===== src/rtl/stat_poll_pkg.sv =====
package stat_poll_pkg;
  localparam int CMD_W = 8;
  // command-word bit positions
  localparam int B_RSEL = 0;
  localparam int B_RDREG = 1;
  localparam int B_POLL = 2;
  localparam int B_SMM = 5;
  localparam int B_ESMM = 6;
  typedef enum logic { SEL_REQ = 1'b0, SEL_SVC = 1'b1 } sel_e;
endpackage


===== src/rtl/stat_cmd_dec.sv =====
module stat_cmd_dec
  import stat_poll_pkg::*;
(
  input  logic             clk,
  input  logic             rst_n,
  input  logic             cs,
  input  logic             wr_en,
  input  logic             a0,
  input  logic [CMD_W-1:0] wdata,
  input  logic             poll_rd,
  output sel_e             sel_o,
  output logic             smm_o,
  output logic             poll_arm_o
);
  logic cmd_wr;
  assign cmd_wr = cs && wr_en && !a0 && !wdata[7] && (wdata[4:3] == 2'b01);

  always_ff @(posedge clk) begin
    if (!rst_n) begin
      sel_o      <= SEL_REQ;
      smm_o      <= 1'b0;
      poll_arm_o <= 1'b0;
    end else begin
      if (cmd_wr && wdata[B_RDREG])
        sel_o <= wdata[B_RSEL] ? SEL_SVC : SEL_REQ;
      if (cmd_wr && wdata[B_ESMM])
        smm_o <= wdata[B_SMM];
      if (cmd_wr && wdata[B_POLL])
        poll_arm_o <= 1'b1;
      else if (poll_rd)
        poll_arm_o <= 1'b0;
    end
  end
endmodule


===== src/rtl/stat_rd_mux.sv =====
module stat_rd_mux
  import stat_poll_pkg::*;
#(
  parameter int NLEV = 8,
  localparam int LVW = $clog2(NLEV)
) (
  input  logic            rd_act,
  input  logic            poll_rd,
  input  logic            a0,
  input  sel_e            sel,
  input  logic [NLEV-1:0] irr_i,
  input  logic [NLEV-1:0] isr_i,
  input  logic [NLEV-1:0] imr_i,
  input  logic [LVW-1:0]  best_lvl_i,
  input  logic            best_vld_i,
  output logic [NLEV-1:0] rdata_o,
  output logic            claim_o,
  output logic [NLEV-1:0] claim_vec_o
);
  function automatic logic [NLEV-1:0] f_poll_word(logic vld, logic [LVW-1:0] lvl);
    logic [NLEV-1:0] w;
    w = '0;
    if (vld) begin
      w[NLEV-1] = 1'b1;
      w[LVW-1:0] = lvl;
    end
    return w;
  endfunction

  function automatic logic [NLEV-1:0] f_onehot(logic [LVW-1:0] lvl);
    logic [NLEV-1:0] v;
    v = '0;
    v[lvl] = 1'b1;
    return v;
  endfunction

  assign claim_o     = poll_rd && best_vld_i;
  assign claim_vec_o = claim_o ? f_onehot(best_lvl_i) : '0;

  always_comb begin
    rdata_o = '0;
    if (poll_rd)               rdata_o = f_poll_word(best_vld_i, best_lvl_i);
    else if (rd_act && a0)     rdata_o = imr_i;
    else if (rd_act)           rdata_o = (sel == SEL_SVC) ? isr_i : irr_i;
  end
endmodule


===== src/rtl/stat_poll_port.sv =====
module stat_poll_port
  import stat_poll_pkg::*;
#(
  parameter int NLEV = 8,
  localparam int LVW = $clog2(NLEV)
) (
  input  logic             clk,
  input  logic             rst_n,
  input  logic             cs,
  input  logic             wr_en,
  input  logic             rd_en,
  input  logic             a0,
  input  logic [CMD_W-1:0] wdata,
  input  logic [NLEV-1:0]  irr_i,
  input  logic [NLEV-1:0]  isr_i,
  input  logic [NLEV-1:0]  imr_i,
  input  logic [LVW-1:0]   best_lvl_i,
  input  logic             best_vld_i,
  output logic [NLEV-1:0]  rdata_o,
  output logic             claim_o,
  output logic [NLEV-1:0]  claim_vec_o,
  output logic             freeze_o,
  output logic             smm_o
);
  sel_e sel;
  logic poll_arm;
  logic rd_act;
  logic poll_rd;

  assign rd_act   = cs && rd_en;
  assign poll_rd  = rd_act && poll_arm;
  assign freeze_o = poll_arm;

  stat_cmd_dec u_dec (
    .clk(clk), .rst_n(rst_n), .cs(cs), .wr_en(wr_en), .a0(a0),
    .wdata(wdata), .poll_rd(poll_rd),
    .sel_o(sel), .smm_o(smm_o), .poll_arm_o(poll_arm)
  );

  stat_rd_mux #(.NLEV(NLEV)) u_mux (
    .rd_act(rd_act), .poll_rd(poll_rd), .a0(a0), .sel(sel),
    .irr_i(irr_i), .isr_i(isr_i), .imr_i(imr_i),
    .best_lvl_i(best_lvl_i), .best_vld_i(best_vld_i),
    .rdata_o(rdata_o), .claim_o(claim_o), .claim_vec_o(claim_vec_o)
  );
endmodule


===== config.mk =====
export PLATFORM = sky130hd
export DESIGN_NAME = stat_poll_port
export DESIGN_NICKNAME = d
export VERILOG_FILES = /design/src/rtl/stat_poll_pkg.sv /design/src/rtl/stat_cmd_dec.sv /design/src/rtl/stat_rd_mux.sv /design/src/rtl/stat_poll_port.sv
export SDC_FILE = /design/constraint.sdc
export NUM_CORES = 1
export LEC_CHECK = 0
export ABC_AREA = 1
export BUFFER_PORTS_ARGS = -buffer_cell sky130_fd_sc_hd__buf_2
export CORE_MARGIN = 2
export CORE_UTILIZATION = 33
export CTS_CLUSTER_DIAMETER = 50
export CTS_CLUSTER_SIZE = 40
export DETAILED_ROUTE_END_ITERATION = 7
export PLACE_DENSITY = 0.9
export SYNTH_ARGS = -nofsm -noshare
export SYNTH_HDL_FRONTEND = slang
export SYNTH_SLANG_ARGS = --single-unit

===== constraint.sdc =====
create_clock -name clk -period 1.29 [get_ports clk]
set_input_delay 0.129 -clock clk [delete_from_list [all_inputs] [get_ports clk]]
set_output_delay 0.129 -clock clk [all_outputs]
set_load 0.005 [all_outputs]

==> impl_metrics.csv <==
group,metric,value,unit
run_status,outcome,"complete, no violations",
clock_tree,cts_buffer_depth,2,
placement,port_buffers,60,
global_routing,met3_usage,1.63,%
global_routing,grt_max_degree,10,
worst_setup_path,crit_arrival,1.16,ns
die,die_h,44.1,µm
layout,fillers,148,
timing,hold_viol,0,
layout,layout_commonest_cell,"buf_2",
die,die_area,1940,µm²
power_and_ir_drop,cellPowerDensity,435,nW/µm²
clock_tree,htreeDepth,1,
route,vias,897,
worst_setup_path,required,1.16,ns
route,drt_iter0_markers,11,
die,die_w,44.1,µm
logic_synthesis,syn_nets,149,
power_and_ir_drop,p_seq_share,21.6,%
timing,max_freq,777,MHz
logic_synthesis,synth-seq-area-share,11.3,%
timing,setup_slack,0.00353,ns
die,core_area,1510,µm²
placement,dp_hpwl,1490,µm
placement,pre_cts_ws,0.135,ns
layout,multi_input_area,467,µm²
power_and_ir_drop,p_total,421,µW
logic_synthesis,synth_warnings,0,
clock_tree,holdBufCountCts,0,
power_and_ir_drop,power_frac_comb,37.1,%
layout,nNetsFinal,217,
power_and_ir_drop,p_int,285,µW
layout,drive_above_1_share,54.0,%
global_routing,grt_pass1_vias,806,
global_routing,grt_antenna_before_repair,0,
logic_synthesis,synth-seq-cells,3,
clock_tree,root_buffer,"clkbuf_4",
timing,period_needed,1.29,ns
timing,finalCritPeriodShare,99.7,%
power_and_ir_drop,p_switching,136,µW
clock_tree,clkLatencyLatePin,0.24,ns
flow_run,max-cap-violations,0,
worst_setup_path,cp-end-kind,"output pin",
power_and_ir_drop,p_clk_share,41.3,%
logic_synthesis,syn_area_per_cell,4.96,µm²
clock_tree,clkTransAtPathRegs,0.04,ns
global_routing,grt_usage,19.8,%
worst_setup_path,critPathMaxFanout,7,
global_routing,busiest_layer,"met2",
logic_synthesis,netlist_area,531,µm²
die,start_util,35.2,%
clock_tree,numCtsBuffers,3,
timing,slew_violations,0,
timing,rsz0062_at_grt,"true",
clock_tree,cts.sinks,3,
logic_synthesis,ys_types,18,
route,routedWlPerCell,10.1,µm
route,wl,1920,µm
global_routing,use_met2,36.5,%
layout,final_cell_mix,"60 x buf_2, 54 x nand2_1, 10 x inv_1",
layout,seqCellArea,67.6,µm²
route,drc,0,
clock_tree,tritoncts,"built",
timing,slew_headroom,79.9,%
worst_setup_path,startpoint_type,"flop",
timing,finClkSkew,0,ns
global_routing,grt_pass1_wl,2920,µm
die,num_rows,14,
power_and_ir_drop,vdd_drop_max,0.432,mV
power_and_ir_drop,swShare,32.3,%
logic_synthesis,synthCells,107,
layout,diodes,0,
layout,area_growth,82.5,%
placement,gp_congestion,0.751,
timing,fin_hold_ws,0.124,ns
route,ant_nets,0,
die,ios,61,
route,vias_per_cell,4.72,
timing,finalSetupViolCount,0,
layout,utilization,64.3,%
timing,fin_tns_setup,0,ns
power_and_ir_drop,total_leakage_power,0.000613,µW
global_routing,gr-total-overflow,0,
worst_setup_path,path_class,"flop to output pin",
route,drt-pass1-iter-count,4,
hold_path,hp-class,"primary input to flop",
global_routing,grt_use_met1,21.2,%
timing,worst_pin_slew,0.301,ns
-- cell usage after synthesis --
cell type | number | area, µm²
inv_2 | 2 | 7.51
nand4_1 | 2 | 12.5
o211ai_1 | 1 | 7.51
nand3_1 | 3 | 15.0
o21ai_1 | 1 | 5.00
a21oi_1 | 4 | 20.0
nand2_2 | 3 | 18.8
or2_2 | 2 | 12.5
nand2_1 | 57 | 214
nor2_1 | 9 | 33.8
dfxtp_1 | 3 | 60.1
nor2_2 | 3 | 18.8
nand2_4 | 1 | 11.3
nor3_2 | 2 | 20.0
a21boi_0 | 1 | 7.51
buf_2 | 1 | 5.00
nor2_8 | 1 | 20.0
inv_1 | 11 | 41.3
-- cell families (layout without fill, tap and decap cells) --
kind of cell           Yosys count  in the layout  synth area share, %
and+or+nand+nor                 83             83                 71.0
AOI/OAI and AO/OA                7              7                 7.55
buffers and inverters           14             81                 10.1
DFF                              3              3                 11.3
-- cell type report --
type | instances | share of cell area [%]
clock buffers | 4 | 2.71
inverters | 13 | 5.56
multi-input cells | 90 | 48.2
flip-flops and latches | 3 | 6.98
well taps | 16 | 2.07
repair buffers | 64 | 34.5
-- metrics by stage --
step,std cells,area (µm²)
detailed placement,182,846
global placement,182,846
CTS,187,890
global route,190,968
floorplan,107,531
finish,190,968
-- metal layers --
metal / share of wire [%] / vias up
met5: 0 / -
met4: 2.7 / 0
met3: 7.5 / 6
met2: 55 / 46
met1: 35 / 385
li1: - / 460
-- what timing repair did --
action,4_1_cts,5_1_grt
pin swaps,1,10
cloned,0,0
resized for setup,5,17
endpoints found under the setup margin,16,16
setup buffers,1,3
-- final timing paths --
kind | startpoint | end | slack [ns] | cells past startpoint
setup reg to reg | u_dec.sel_o | u_dec.sel_o | 0.48 | 5
hold / removal | rst_n | u_dec.sel_o | 0.12 | 3
setup / recovery | u_dec.sel_o | rdata_o[5] | 0.004 | 6
hold reg to reg | u_dec.smm_o | u_dec.smm_o | 0.54 | 4
-- state kept, by name, indices dropped and copies added (netlist names) --
register,flops
u_dec.sel_o,1
u_dec.smm_o,1
u_dec.poll_arm_o,1
-- power by group through the flow --
stage / sequential [µW] / combinational, µW / clock (µW)
after CTS: 92.8 / 147 / 182
final: 91.0 / 156 / 174
after detailed placement: 96.2 / 145 / 0
after global placement: 96.1 / 142 / 0
after global routing: 91.1 / 174 / 186
after floorplan: 95.7 / 59.0 / 0
-- worst max-delay path: stages (launching register included) --
cell and delay, ns:
dfxtp_4 0.39, buf_6 0.12, nand2_2 0.05, nand2_2 0.05, nand2_1 0.05, a21oi_2 0.13
buf_2 0.12
(Power assumes the default switching activity.)
